### src/rtl/pic8_pkg.sv
// Package pic8_pkg
// Shared sizes, constants and helpers for the eight-input interrupt controller.
// Assumes the input count is a power of two and that the vector slot spacing
// is a power of two.
package pic8_pkg;
    localparam int IRQ_N      = 8;
    localparam int IDX_W      = $clog2(IRQ_N);
    localparam int SLOT_SHIFT = 2;
    localparam int VEC_HI_W   = 3;
    localparam int ADDR_W     = 16;
    localparam logic [7:0] CALL_OP = 8'hCD;
    localparam logic [2:0] CMD_EOI_ANY = 3'b001;
    localparam logic [2:0] CMD_EOI_ONE = 3'b011;

    typedef enum logic [1:0] {
        PH_OPC = 2'd0,
        PH_LO  = 2'd1,
        PH_HI  = 2'd2
    } ack_phase_e;

    // Returns the index of the lowest set bit (the highest priority); 0 if none.
    function automatic logic [IDX_W-1:0] pick_top(input logic [IRQ_N-1:0] v);
        logic [IDX_W-1:0] r;
        r = '0;
        for (int i = IRQ_N - 1; i >= 0; i--) begin
            if (v[i]) r = IDX_W'(i);
        end
        return r;
    endfunction

    // Returns a one-hot vector with bit idx set.
    function automatic logic [IRQ_N-1:0] one_hot(input logic [IDX_W-1:0] idx);
        logic [IRQ_N-1:0] r;
        r = '0;
        r[idx] = 1'b1;
        return r;
    endfunction
endpackage

### src/rtl/pic8_sense.sv
// Module pic8_sense
// Synchronizes the request inputs and maintains the request register.
// Edge mode latches on a rising edge of the synchronized input. Level mode
// follows the synchronized level. Assumes inputs are asynchronous, and that
// ack_clr and init_clr are single-cycle pulses.
module pic8_sense
    import pic8_pkg::*;
(
    input  logic             clk,
    input  logic             rst_n,
    input  logic [IRQ_N-1:0] irq_in,
    input  logic             level_mode,
    input  logic             init_clr,
    input  logic [IRQ_N-1:0] ack_clr,
    output logic [IRQ_N-1:0] irr
);
    for (genvar g = 0; g < IRQ_N; g++) begin : g_line
        logic s1, s2, prev;
        logic rise;

        // Two-stage synchronizer plus previous-sample stage for edge detection.
        always_ff @(posedge clk) begin
            if (!rst_n) begin
                s1   <= 1'b0;
                s2   <= 1'b0;
                prev <= 1'b0;
            end else begin
                s1   <= irq_in[g];
                s2   <= s1;
                prev <= s2;
            end
        end

        assign rise = s2 & ~prev;

        // Request bit: level follows the line, edge is sticky until acknowledged.
        always_ff @(posedge clk) begin
            if (!rst_n || init_clr) begin
                irr[g] <= 1'b0;
            end else if (level_mode) begin
                irr[g] <= s2 & ~ack_clr[g];
            end else begin
                irr[g] <= (irr[g] & ~ack_clr[g]) | rise;
            end
        end
    end
endmodule

### src/rtl/pic8_cmd.sv
// Module pic8_cmd
// Decodes the write port: the init word, the high address byte, the mask and
// the end-of-interrupt commands. It holds the configuration registers.
// Assumes wr_en lasts one cycle per write.
module pic8_cmd
    import pic8_pkg::*;
(
    input  logic                clk,
    input  logic                rst_n,
    input  logic                wr_en,
    input  logic                wr_addr,
    input  logic [7:0]          wr_data,
    input  logic [IRQ_N-1:0]    isr,
    output logic                init_pulse,
    output logic                level_mode,
    output logic [VEC_HI_W-1:0] vec_hi,
    output logic [7:0]          base_hi,
    output logic [IRQ_N-1:0]    imr,
    output logic [IRQ_N-1:0]    eoi_clr
);
    logic expect_hi;
    logic wr_cmd;
    logic wr_ctl;

    assign wr_cmd     = wr_en && !wr_addr;
    assign wr_ctl     = wr_en && wr_addr;
    assign init_pulse = wr_cmd && wr_data[4];

    // Configuration registers and the address-1 byte sequencing.
    always_ff @(posedge clk) begin
        if (!rst_n) begin
            level_mode <= 1'b0;
            vec_hi     <= '0;
            base_hi    <= '0;
            imr        <= '1;
            expect_hi  <= 1'b0;
        end else if (init_pulse) begin
            level_mode <= wr_data[3];
            vec_hi     <= wr_data[7:8-VEC_HI_W];
            imr        <= '0;
            expect_hi  <= 1'b1;
        end else if (wr_ctl) begin
            if (expect_hi) begin
                base_hi   <= wr_data;
                expect_hi <= 1'b0;
            end else begin
                imr <= wr_data[IRQ_N-1:0];
            end
        end
    end

    // End-of-interrupt decode into a clear mask for the in-service register.
    always_comb begin
        eoi_clr = '0;
        if (wr_cmd && !wr_data[4]) begin
            if (wr_data[7:5] == CMD_EOI_ANY && |isr) begin
                eoi_clr = one_hot(pick_top(isr));
            end else if (wr_data[7:5] == CMD_EOI_ONE) begin
                eoi_clr = one_hot(wr_data[IDX_W-1:0]);
            end
        end
    end
endmodule

### src/rtl/pic8_prio.sv
// Module pic8_prio
// Fixed-priority resolver with input 0 highest. It selects the best unmasked
// request and raises int_req only when that request beats every in-service
// input. Purely combinational.
module pic8_prio
    import pic8_pkg::*;
(
    input  logic [IRQ_N-1:0] irr,
    input  logic [IRQ_N-1:0] imr,
    input  logic [IRQ_N-1:0] isr,
    output logic             int_req,
    output logic [IDX_W-1:0] win_idx
);
    logic [IRQ_N-1:0] pend;
    logic [IDX_W-1:0] isr_top;

    // Compare the best pending request against the best in-service input.
    always_comb begin
        pend    = irr & ~imr;
        win_idx = pick_top(pend);
        isr_top = pick_top(isr);
        int_req = (|pend) && ((isr == '0) || (win_idx < isr_top));
    end
endmodule

### src/rtl/pic8_ack.sv
// Module pic8_ack
// Acknowledge sequencer. It answers three inta pulses with the call opcode and
// then the two bytes of the vector address. On the first pulse it moves the
// winner into service. Assumes inta lasts one cycle per byte.
module pic8_ack
    import pic8_pkg::*;
(
    input  logic                clk,
    input  logic                rst_n,
    input  logic                inta,
    input  logic                init_pulse,
    input  logic                int_req,
    input  logic [IDX_W-1:0]    win_idx,
    input  logic [VEC_HI_W-1:0] vec_hi,
    input  logic [7:0]          base_hi,
    output logic [IRQ_N-1:0]    take,
    output logic [1:0]          phase_o,
    output logic [7:0]          ack_data
);
    localparam int LO_PAD = 8 - VEC_HI_W;

    ack_phase_e       phase;
    logic [IDX_W-1:0] win_q;
    logic [ADDR_W-1:0] target;

    assign phase_o = phase;
    assign target  = {base_hi, vec_hi, {LO_PAD{1'b0}}}
                   + (ADDR_W'(win_q) << SLOT_SHIFT);

    // Winner handover on the first pulse; spurious acknowledges take nothing.
    always_comb begin
        take = '0;
        if (inta && phase == PH_OPC && int_req) take = one_hot(win_idx);
    end

    // Phase counter, latched winner and the answered byte.
    always_ff @(posedge clk) begin
        if (!rst_n) begin
            phase    <= PH_OPC;
            win_q    <= '0;
            ack_data <= 8'h00;
        end else if (init_pulse) begin
            phase <= PH_OPC;
        end else if (inta) begin
            unique case (phase)
                PH_OPC: begin
                    win_q    <= int_req ? win_idx : IDX_W'(IRQ_N - 1);
                    ack_data <= CALL_OP;
                    phase    <= PH_LO;
                end
                PH_LO: begin
                    ack_data <= target[7:0];
                    phase    <= PH_HI;
                end
                default: begin
                    ack_data <= target[15:8];
                    phase    <= PH_OPC;
                end
            endcase
        end
    end
endmodule

### src/rtl/pic8_ctrl.sv
// Module pic8_ctrl
// Top of the eight-input priority interrupt controller. It wires request
// sensing, command decode, priority and the acknowledge sequencer, and holds
// the in-service register. Assumes a single clock and a synchronous
// active-low reset.
module pic8_ctrl
    import pic8_pkg::*;
(
    input  logic       clk,
    input  logic       rst_n,
    input  logic [7:0] irq_in,
    input  logic       wr_en,
    input  logic       wr_addr,
    input  logic [7:0] wr_data,
    input  logic       inta,
    output logic       int_out,
    output logic [7:0] ack_data
);
    logic [IRQ_N-1:0]    irr, imr, isr, eoi_clr, take;
    logic                init_pulse, level_mode, int_req;
    logic [VEC_HI_W-1:0] vec_hi;
    logic [7:0]          base_hi;
    logic [IDX_W-1:0]    win_idx;
    logic [1:0]          ack_phase;

    pic8_sense u_sense (
        .clk(clk), .rst_n(rst_n), .irq_in(irq_in), .level_mode(level_mode),
        .init_clr(init_pulse), .ack_clr(take), .irr(irr)
    );

    pic8_cmd u_cmd (
        .clk(clk), .rst_n(rst_n), .wr_en(wr_en), .wr_addr(wr_addr),
        .wr_data(wr_data), .isr(isr), .init_pulse(init_pulse),
        .level_mode(level_mode), .vec_hi(vec_hi), .base_hi(base_hi),
        .imr(imr), .eoi_clr(eoi_clr)
    );

    pic8_prio u_prio (
        .irr(irr), .imr(imr), .isr(isr), .int_req(int_req), .win_idx(win_idx)
    );

    pic8_ack u_ack (
        .clk(clk), .rst_n(rst_n), .inta(inta), .init_pulse(init_pulse),
        .int_req(int_req), .win_idx(win_idx), .vec_hi(vec_hi),
        .base_hi(base_hi), .take(take), .phase_o(ack_phase),
        .ack_data(ack_data)
    );

    // In-service register: set by the first acknowledge, cleared by EOI or init.
    always_ff @(posedge clk) begin
        if (!rst_n || init_pulse) begin
            isr <= '0;
        end else begin
            isr <= (isr & ~eoi_clr) | take;
        end
    end

    assign int_out = int_req;
endmodule

### config.mk
export PLATFORM = sky130hd
export DESIGN_NAME = pic8_ctrl
export DESIGN_NICKNAME = d
export VERILOG_FILES = /design/src/rtl/pic8_pkg.sv /design/src/rtl/pic8_sense.sv /design/src/rtl/pic8_cmd.sv /design/src/rtl/pic8_prio.sv /design/src/rtl/pic8_ack.sv /design/src/rtl/pic8_ctrl.sv
export SDC_FILE = /design/constraint.sdc
export NUM_CORES = 1
export LEC_CHECK = 0
export BUFFER_PORTS_ARGS = -buffer_cell sky130_fd_sc_hd__buf_2
export CORE_MARGIN = 8
export CORE_UTILIZATION = 59
export CTS_CLUSTER_DIAMETER = 200
export DETAILED_ROUTE_END_ITERATION = 10
export PLACE_DENSITY_LB_ADDON = 0.25
export SYNTH_ARGS = -nofsm -noshare
export SYNTH_HDL_FRONTEND = slang
export SYNTH_HIERARCHICAL = 1
export SYNTH_SLANG_ARGS = --single-unit
### constraint.sdc
create_clock -name clk -period 3.73 [get_ports clk]
set_input_delay 0.1865 -clock clk [delete_from_list [all_inputs] [get_ports clk]]
set_output_delay 0.1865 -clock clk [all_outputs]
set_load 0.01 [all_outputs]
==> results of run 1 <==
## layer usage
layer,up-vias,share of wire,track usage
met3,15,0.050,0.0367
li1,1343,-,-
met5,-,0,0
met1,1217,0.48,0.226
met2,77,0.45,0.259
met4,0,0.019,0.0819
## sequential cells by signal, summed over array words and instances (netlist names)
signal               count
u_cmd/vec_hi             3
u_sense/g_line.s1        8
u_cmd/base_hi            8
u_sense/irr              8
u_ack/phase_o            2
u_cmd/imr                8
u_ack/win_q              3
u_sense/g_line.prev      8
u_cmd/level_mode         1
isr                      8
u_cmd/expect_hi          1
u_ack/ack_data           8
u_sense/g_line.s2        8
## worst register-to-register path: cells and delay by family, from the launching register on
| family | cells | cell delay (ns) |
|---|---|---|
| buffers and inverters | 1 | 0.09 |
| adders and majority gates | 1 | 0.30 |
| and+or+nand+nor | 6 | 1.35 |
| AOI/OAI and AO/OA | 5 | 1.19 |
| DFF | 1 | 0.33 |
## cells in the final DEF (no fill, tap or decap), types with 2 or more instances in the layout
master and count:
clkinv_2 2, a211oi_1 7, clkbuf_8 10, nor3b_2 2
a21boi_0 9, o221ai_1 4, nand3_1 17, inv_1 33
ha_1 2, a221oi_2 2, nand2b_1 17, nor2b_1 11
or3b_1 2, a22o_1 2, nor3_1 5, o22ai_1 3
mux2i_1 8, a21oi_2 8, o211a_1 4, a221oi_1 6
o21ai_0 5, nor2_1 22, nand2_1 46, nand3b_1 9
nor3b_1 2, buf_2 29, o31ai_1 2, and3b_1 2
nand2b_4 4, and2_1 24, a21oi_1 13, or2_2 2
clkbuf_1 2, dfxtp_1 74
## path summary, 6_finish.rpt
path,end,slack (ns)
max,u_sense/irr[0],0.30
min,u_sense/g_line[4].s1,0.04
max reg2reg,u_sense/irr[0],0.30
min reg2reg,u_sense/g_line[6].s2,0.43
## per-stage QoR
stage	total power [mW]	hold slack, ns
floorplan	0.995	0.308
global placement	1.04	0.390
detailed placement	1.04	0.396
CTS	1.63	0.0335
global route	1.69	0.0358
finish	1.62	0.0447
## timing repair
action                                 4_1_cts  5_1_grt
setup endpoints to repair                    0        2
hold buffers                                 0        0
endpoints found under the hold margin        0        0
gates resized for setup                      0        1
## final cells by class
class	instances	share of cell area
Multi-Input combinational cell	258	0.457
Sequential cell	74	0.397
Clock buffer	12	0.0389
Timing Repair Buffer	29	0.0389
Inverter	33	0.0332
Tap cell	72	0.0242
Clock inverter	3	0.0107
## cell families (layout without fill, tap and decap cells)
logic type	count (synthesis)	in the layout
AND/OR/NAND/NOR	173	173
AO/OA/AOI/OAI	75	75
flip-flops	74	74
buffers and inverters	48	77
multiplexers	8	8
adder cells (fa/ha/maj)	2	2
## power by group
part,internal [mW],switching [mW]
Combinational,0.0753,0.0934
Sequential,0.829,0.0295
Clock,0.322,0.272
Total,1.23,0.395
==> impl_metrics.csv, run 1 <==
group,metric,value,unit
critical_path,critPathBufInv,1,
pwr,power_leakage,1.50,nW
timing,finalSetupViolations,0,
synth,synth_nets,403,
timing,rsz0062_at_grt,"false",
critical_path,worstSetupPathType,"reg -> reg",
synth,synth_fa_ha_area_frac,0.00734,
critical_path,slowest_stage,"a221oi_1",
pwr,power_density,435,nW/um^2
critical_path,required,3.91,ns
detailed_routing,ant_nets,0,
synth,seq_area_frac_synth,0.434,
synth,synth_compound_area_frac,0.175,
global_route,antenna_found_initial,0,
timing,period_share,0.920,
detailed_routing,via_per_inst,5.51,
cells_and_area,multi_input_area,1700,um^2
min_path,hp-class,"in -> reg",
cells_and_area,syn_to_final_growth,9.32,%
place,dpl_cell_area,3540,um^2
timing,min_period,3.43,ns
cells_and_area,diodes,0,
critical_path,worstRegToRegCells,13,
place,port_buffers,29,
synth,syn_avg_cell_area,8.98,um^2
timing,finalSetupTns,0,ns
detailed_routing,drtIter0Drc,241,
synth,syn_inst,380,
min_path,min-delay-start,"irq_in[4]",
timing,relSlewSlack,0.441,
place,dp_hpwl,5110,um
cells_and_area,layout.nets,428,
timing,hold_viol,0,
synth,synth_seq_cells,74,
clock_network,clkTransAtPathRegs,0.07,ns
min_path,hold_path_depth,2,
run,max_cap_violations,0,
clock_network,clockBufferDepth,2,
floorplanning,dieArea,8470,um^2
critical_path,rr_startpoint,"u_cmd/imr[3]",
synth,synth_warnings,6,
synth,post-synth-top-area-cell,"dfxtp_1",
cells_and_area,layout.area.seq,1480,um^2
timing,finalMaxSlewViolations,0,
critical_path,end_kind,"flop",
synth,synthDistinctLibCells,52,
floorplanning,die_height,92.0,um
detailed_routing,vias,2652,
synth,synth_top_family_by_area,"simple AND/OR/NAND/NOR gates",
synth,synth_edf_count,0,
clock_network,clockRootBuffer,"clkbuf_8",
detailed_routing,drcViolationCount,0,
critical_path,startpoint_type,"flop",
critical_path,arrival,3.62,ns
status,status,"finished, final reports clean",
timing,fmax,291,MHz
place,place.gp.congestion,0.895,
synth,synthTopCellsByArea,"dfxtp_1 43%, nand2_1 5.1%, and2_1 4.4%",
synth,muxShareOfSynthArea,0.0235,
detailed_routing,dr.pass1.iters,4,
place,pre_cts_slack,0.293,ns
detailed_routing,routed_wl,7040,um
clock_network,htree_levels,3,
cells_and_area,fin_util,0.673,
cells_and_area,final_area,3730,um^2
critical_path,cpPeakStageDelay,0.36,ns
pwr,peakVddDrop,0.298,mV
floorplanning,die_w,92.0,um
detailed_routing,routedWlPerCell,14.6,um
synth,synthFlopType,"dfxtp_1",
place,dp_cells,466,
global_route,grt_pass1_vias,2514,
critical_path,path_delay_family,"simple AND/OR/NAND/NOR gates",
clock_network,cts_sinks,74,
floorplanning,core,5540,um^2
synth,yosys-top-cells-count,"74 x dfxtp_1, 46 x nand2_1, 33 x inv_1, 24 x and2_1, 22 x nor2_1",
critical_path,critical_path.max_fanout,7,
clock_network,cts_buffers,9,
timing,finClkSkew,0.00997,ns
critical_path,cp.depth,13,
floorplanning,rows,27,
global_route,grt.total_usage,0.171,
floorplanning,initial_core_util,0.616,
cells_and_area,drive_above_1_share,0.171,
clock_network,post_cts.repair.setup_buffers,0,
timing,setup_slack,0.297,ns
synth,async_flop_share,0,
timing,worst_pin_slew,0.838,ns
synth,yosysTopAreaCellShare,0.434,
critical_path,crit_path_start,"u_cmd/imr[3]",
floorplanning,boundaryPins,30,
synth,yosysMostFrequentCell,"dfxtp_1",
global_route,grt_max_degree,60,
global_route,grt_pass1_wl,11800,um
synth,syn_area,3410,um^2
synth,yosys.area_share.xor_xnor,0,
synth,synth-simple-area-share,0.293,
cells_and_area,fillers,454,
cells_and_area,fin_cells,481,
clock_network,clkLatencyLatePin,0.35,ns
critical_path,crit_chain,"and2b_2, a21oi_1, nor2b_1, nor2b_2, ha_1, a211o_1, nor3_2, a2bb2oi_2, nand3b_1, nor3_1, inv_1, a221oi_1, a211oi_1",
clock_network,cts_tree,"done",
global_route,overflow,0,
No activity file was read; power rests on OpenSTA's default activity.
==> run 2: changes to the inputs <==
--- a/config.mk
+++ b/config.mk
@@ -10,7 +10,7 @@
 export CORE_UTILIZATION = 59
 export CTS_CLUSTER_DIAMETER = 200
 export DETAILED_ROUTE_END_ITERATION = 10
-export PLACE_DENSITY_LB_ADDON = 0.25
+export PLACE_DENSITY_LB_ADDON = 0.2
 export SYNTH_ARGS = -nofsm -noshare
 export SYNTH_HDL_FRONTEND = slang
 export SYNTH_HIERARCHICAL = 1
==> impl_metrics.csv, run 2 (synthesized netlist as in run 1, its figures left out) <==
group,metric,value,unit
pwr,clkPwrFrac,0.409,
clock_network,post_cts.repair.setup_buffers,0,
status,status,"finished, final reports clean",
run,max_cap_violations,0,
cells_and_area,diodes,0,
global_route,grt_max_degree,60,
critical_path,cpPeakStageDelay,0.33,ns
clock_network,clockBufferDepth,2,
critical_path,path_delay_family,"simple AND/OR/NAND/NOR gates",
timing,finClkSkew,0.00600,ns
critical_path,rr_startpoint,"u_cmd/imr[3]",
timing,finalMaxSlewViolations,0,
critical_path,end_kind,"flop",
clock_network,htree_levels,3,
clock_network,cts_resized,0,
clock_network,ctsHoldBuffers,0,
floorplanning,core,5540,um^2
timing,hold_viol,0,
timing,worst_pin_slew,0.814,ns
detailed_routing,drcViolationCount,0,
global_route,grt.total_usage,0.172,
critical_path,critical_path.max_fanout,7,
min_path,min-delay-start,"irq_in[5]",
critical_path,crit_path_start,"u_cmd/imr[3]",
floorplanning,boundaryPins,30,
pwr,p_int,1.33,mW
detailed_routing,vias,2620,
global_route,antenna_found_initial,0,
global_route,grt_pass1_wl,11800,um
cells_and_area,fillers,460,
detailed_routing,via_per_inst,5.44,
cells_and_area,final_cell_mix,"74 x dfxtp_1, 46 x nand2_1, 33 x inv_1, 29 x buf_2, 24 x and2_1",
timing,holdWs,0.0561,ns
clock_network,cts_buffers,9,
cells_and_area,drive_above_1_share,0.178,
pwr,power_frac_comb,0.096,
critical_path,crit_chain,"and2b_2, a21oi_1, nor2b_1, nor2b_2, ha_1, a211o_1, nor3_2, a2bb2oi_2, nand3_1, nor3_1, inv_1, a221oi_1, a211oi_1",
place,dp_hpwl,5080,um
floorplanning,die_height,92.0,um
detailed_routing,routedWlPerCell,14.3,um
global_route,overflow,0,
global_route,grt_pass1_vias,2469,
critical_path,startpoint_type,"flop",
detailed_routing,ant_nets,0,
pwr,peakVddDrop,0.324,mV
cells_and_area,syn_to_final_growth,10.9,%
timing,finalSetupTns,0,ns
critical_path,required,3.91,ns
floorplanning,initial_core_util,0.616,
min_path,hp-class,"in -> reg",
place,place.gp.congestion,0.867,
pwr,power_switching,401,uW
timing,period_share,0.914,
critical_path,arrival,3.59,ns
pwr,swShare,0.231,
floorplanning,rows,27,
clock_network,clkLatencyLatePin,0.33,ns
detailed_routing,drtIter0Drc,205,
place,port_buffers,29,
critical_path,slowest_stage,"dfxtp_1",
critical_path,critPathBufInv,1,
cells_and_area,layout.nets,428,
pwr,p_seq_frac,0.494,
critical_path,r2r_slack,0.32,ns
timing,setup_slack,0.322,ns
critical_path,worstSetupPathType,"reg -> reg",
detailed_routing,dr.pass1.iters,5,
timing,relSlewSlack,0.457,
pwr,power_density,459,nW/um^2
pwr,power_leakage,1.52,nW
timing,rsz0062_at_grt,"false",
clock_network,clockRootBuffer,"clkbuf_8",
cells_and_area,final_common_cell,"dfxtp_1",
floorplanning,die_w,92.0,um
timing,finalSetupViolations,0,
place,pre_cts_slack,0.315,ns
floorplanning,dieArea,8470,um^2
timing,min_period,3.41,ns
clock_network,clkTransAtPathRegs,0.07,ns
pwr,power,1.74,mW
clock_network,cts_sinks,74,
detailed_routing,routed_wl,6910,um
clock_network,cts_tree,"done",
timing,fmax,293,MHz
## run 2: final timing paths
kind                                to  depth (start not counted)
setup / recovery        u_sense/irr[1]                         13
hold / removal    u_sense/g_line[5].s1                          2
setup reg to reg        u_sense/irr[1]                         13
hold reg to reg   u_sense/g_line[4].s2                          1
## run 2: final cells by class
| cell class | count | area [um^2] | area share |
|---|---|---|---|
| Inverter | 33 | 124 | 0.0328 |
| Clock buffer | 12 | 165 | 0.0437 |
| Tap cell | 72 | 90.1 | 0.0238 |
| Multi-Input combinational cell | 258 | 1700 | 0.450 |
| Clock inverter | 4 | 72.6 | 0.0192 |
| Timing Repair Buffer | 29 | 145 | 0.0384 |
| Sequential cell | 74 | 1480 | 0.392 |
## run 2: per-layer routing
layer / GRT usage / part of all wire / vias up / wire length [um]
met2: 0.267 / 0.45 / 56 / 3140
met5: 0 / 0 / - / 0
met4: 0.0604 / 0.013 / 0 / 88
met3: 0.0473 / 0.044 / 10 / 305
met1: 0.225 / 0.49 / 1213 / 3380
li1: - / - / 1341 / -
## run 2: per-stage QoR
stage,cell area [um^2],util,instances
2_1_floorplan,3410,-,380
3_3_place_gp,3540,0.639,466
3_5_place_dp,3540,0.639,466
4_1_cts,3780,0.682,482
5_1_grt,3780,0.682,482
6_report,3780,0.682,482
## run 2: power groups by stage
stage / sequential [mW] / clock, mW / combinational [mW]
floorplan: 0.867 / 0 / 0.127
global placement: 0.875 / 0 / 0.162
detailed placement: 0.876 / 0 / 0.166
CTS: 0.858 / 0.724 / 0.167
global route: 0.863 / 0.769 / 0.187
finish: 0.858 / 0.710 / 0.167
==> run 3: changes to the inputs <==
--- a/config.mk
+++ b/config.mk
@@ -7,11 +7,10 @@
 export LEC_CHECK = 0
 export BUFFER_PORTS_ARGS = -buffer_cell sky130_fd_sc_hd__buf_2
 export CORE_MARGIN = 8
-export CORE_UTILIZATION = 59
+export CORE_UTILIZATION = 58
 export CTS_CLUSTER_DIAMETER = 200
 export DETAILED_ROUTE_END_ITERATION = 10
 export PLACE_DENSITY_LB_ADDON = 0.2
 export SYNTH_ARGS = -nofsm -noshare
 export SYNTH_HDL_FRONTEND = slang
-export SYNTH_HIERARCHICAL = 1
 export SYNTH_SLANG_ARGS = --single-unit
==> constraint.sdc (replaced) <==
create_clock -name clk -period 3.73 [get_ports clk]
set_input_delay 0.1865 -clock clk [delete_from_list [all_inputs] [get_ports clk]]
set_output_delay 0.1865 -clock clk [all_outputs]
set_load 0.02 [all_outputs]
==> impl_metrics.csv, run 3 <==
group,metric,value,unit
pwr,clkPwrFrac,0.347,
floorplanning,rows,27,
timing,rsz0062_at_grt,"false",
synth,yosys-top-cells-count,"74 x dfxtp_1, 58 x nand2_1, 28 x nor2_1, 25 x and2_1, 17 x a21oi_1",
timing,finalSetupViolations,0,
synth,synthFlopType,"dfxtp_1",
global_route,grt.total_usage,0.181,
cells_and_area,final_cell_mix,"74 x dfxtp_1, 58 x nand2_1, 29 x buf_2, 28 x nor2_1, 25 x and2_1",
synth,yosysTopAreaCellShare,0.467,
pwr,power,1.56,mW
detailed_routing,drcViolationCount,0,
place,dp_hpwl,5150,um
clock_network,clockRootBuffer,"clkbuf_8",
pwr,peakVddDrop,0.355,mV
global_route,antenna_found_initial,0,
detailed_routing,routed_wl,7340,um
cells_and_area,diodes,0,
min_path,hp-class,"in -> reg",
synth,seq_area_frac_synth,0.467,
timing,finalMaxSlewViolations,0,
floorplanning,initial_core_util,0.587,
clock_network,htree_levels,3,
run,max_cap_violations,0,
detailed_routing,via_per_inst,5.73,
floorplanning,dieArea,8090,um^2
synth,synth_nets,383,
timing,setup_slack,0.797,ns
synth,async_flop_share,0,
timing,finalSetupTns,0,ns
clock_network,clockBufferDepth,2,
clock_network,cts_sinks,74,
pwr,power_frac_comb,0.107,
global_route,grt_pass1_vias,2488,
cells_and_area,final_common_cell,"dfxtp_1",
clock_network,clkLatencyLatePin,0.35,ns
cells_and_area,layout.nets,410,
place,port_buffers,29,
clock_network,cts_resized,0,
synth,syn_area,3170,um^2
critical_path,worstSetupPathType,"reg -> out",
cells_and_area,multi_input_area,1600,um^2
clock_network,cts_buffers,9,
global_route,grt_max_degree,57,
clock_network,ctsHoldBuffers,0,
floorplanning,die_w,90.0,um
clock_network,post_cts.repair.setup_buffers,0,
timing,worst_pin_slew,0.730,ns
clock_network,clkTransAtPathRegs,0.08,ns
detailed_routing,dr.pass1.iters,5,
critical_path,end_kind,"output pin",
cells_and_area,syn_to_final_growth,11.2,%
timing,min_period,2.93,ns
critical_path,arrival,2.75,ns
timing,hold_viol,0,
synth,synth_edf_count,0,
pwr,power_leakage,1.43,nW
pwr,swShare,0.271,
synth,post-synth-top-area-cell,"dfxtp_1",
timing,finClkSkew,0.00931,ns
pwr,p_int,1.13,mW
global_route,grt_pass1_wl,12000,um
synth,synthDistinctLibCells,53,
critical_path,required,3.54,ns
global_route,overflow,0,
clock_network,cts_tree,"done",
timing,relSlewSlack,0.512,
synth,syn_inst,360,
detailed_routing,routedWlPerCell,15.8,um
floorplanning,die_height,90.0,um
detailed_routing,vias,2658,
cells_and_area,layout.area.seq,1480,um^2
cells_and_area,drive_above_1_share,0.158,
pwr,p_seq_frac,0.547,
pwr,power_density,442,nW/um^2
cells_and_area,fillers,474,
detailed_routing,drtIter0Drc,291,
status,status,"finished, final reports clean",
timing,fmax,341,MHz
critical_path,critical_path.max_fanout,5,
pwr,power_switching,422,uW
synth,yosysMostFrequentCell,"dfxtp_1",
floorplanning,core,5410,um^2
place,place.gp.congestion,0.875,
timing,period_share,0.786,
detailed_routing,ant_nets,0,
floorplanning,boundaryPins,30,
synth,syn_avg_cell_area,8.81,um^2
synth,synth_warnings,0,
place,pre_cts_slack,1.19,ns
critical_path,startpoint_type,"flop",
synth,synthTopCellsByArea,"dfxtp_1 47%, nand2_1 6.9%, and2_1 4.9%",
synth,synth_seq_cells,74,
[run 3: cells by family (layout without fill, tap and decap cells)]
kind of cell	Yosys count	count (layout)	synth area share
buf+inv	23	55	0.0292
compound gates	90	90	0.207
simple gates	164	164	0.266
flops	74	74	0.467
mux	7	7	0.0225
fa+ha+maj	2	2	0.00789
[run 3: layer usage]
layer | vias to the layer above | share of wire | GRT usage
li1 | 1317 | - | -
met1 | 1253 | 0.47 | 0.238
met2 | 70 | 0.46 | 0.269
met3 | 18 | 0.049 | 0.0490
met4 | 0 | 0.023 | 0.0818
met5 | - | 0 | 0
[run 3: power by group through the flow]
| stage | Combinational (mW) | Sequential, mW | Clock, mW |
|---|---|---|---|
| floorplan | 0.110 | 0.868 | 0 |
| global placement | 0.160 | 0.868 | 0 |
| detailed placement | 0.164 | 0.869 | 0 |
| CTS | 0.166 | 0.851 | 0.548 |
| global route | 0.181 | 0.856 | 0.587 |
| finish | 0.166 | 0.851 | 0.540 |
[run 3: layout make-up]
cell class	instances	area share
Tap cell	72	0.0256
Timing Repair Buffer	30	0.0433
Clock inverter	6	0.0121
Multi-Input combinational cell	263	0.453
Sequential cell	74	0.420
Clock buffer	10	0.0362
Inverter	9	0.00958
[run 3: metrics by stage]
stage | area, um^2 | hold slack, ns | instances | utilization
3_3_place_gp | 3360 | 0.392 | 448 | 0.621
5_1_grt | 3530 | 0.0317 | 464 | 0.652
6_report | 3530 | 0.0406 | 464 | 0.652
3_5_place_dp | 3360 | 0.398 | 448 | 0.621
2_1_floorplan | 3170 | 0.314 | 360 | -
4_1_cts | 3530 | 0.0349 | 464 | 0.652
[run 3: worst max-delay path, stage by stage (launching register included)]
cell and delay [ns]:
dfxtp_1 0.31, nor2b_1 0.13, a21oi_1 0.31, nor2_1 0.07
o21ai_0 0.25, inv_1 0.09, ha_1 0.23, a221oi_2 0.42
a21oi_1 0.19, a21oi_2 0.20, buf_2 0.20
[run 3: path summary, 6_finish.rpt]
check / start / endpoint / slack, ns / depth (start not counted)
hold reg to reg: u_sense.g_line[3].s1 / u_sense.g_line[3].s2 / 0.43 / 1
hold / removal: irq_in[7] / u_sense.g_line[7].s1 / 0.04 / 2
setup / recovery: u_sense.irr[6] / int_out / 0.80 / 10
setup reg to reg: u_sense.irr[6] / u_sense.irr[6] / 1.08 / 12
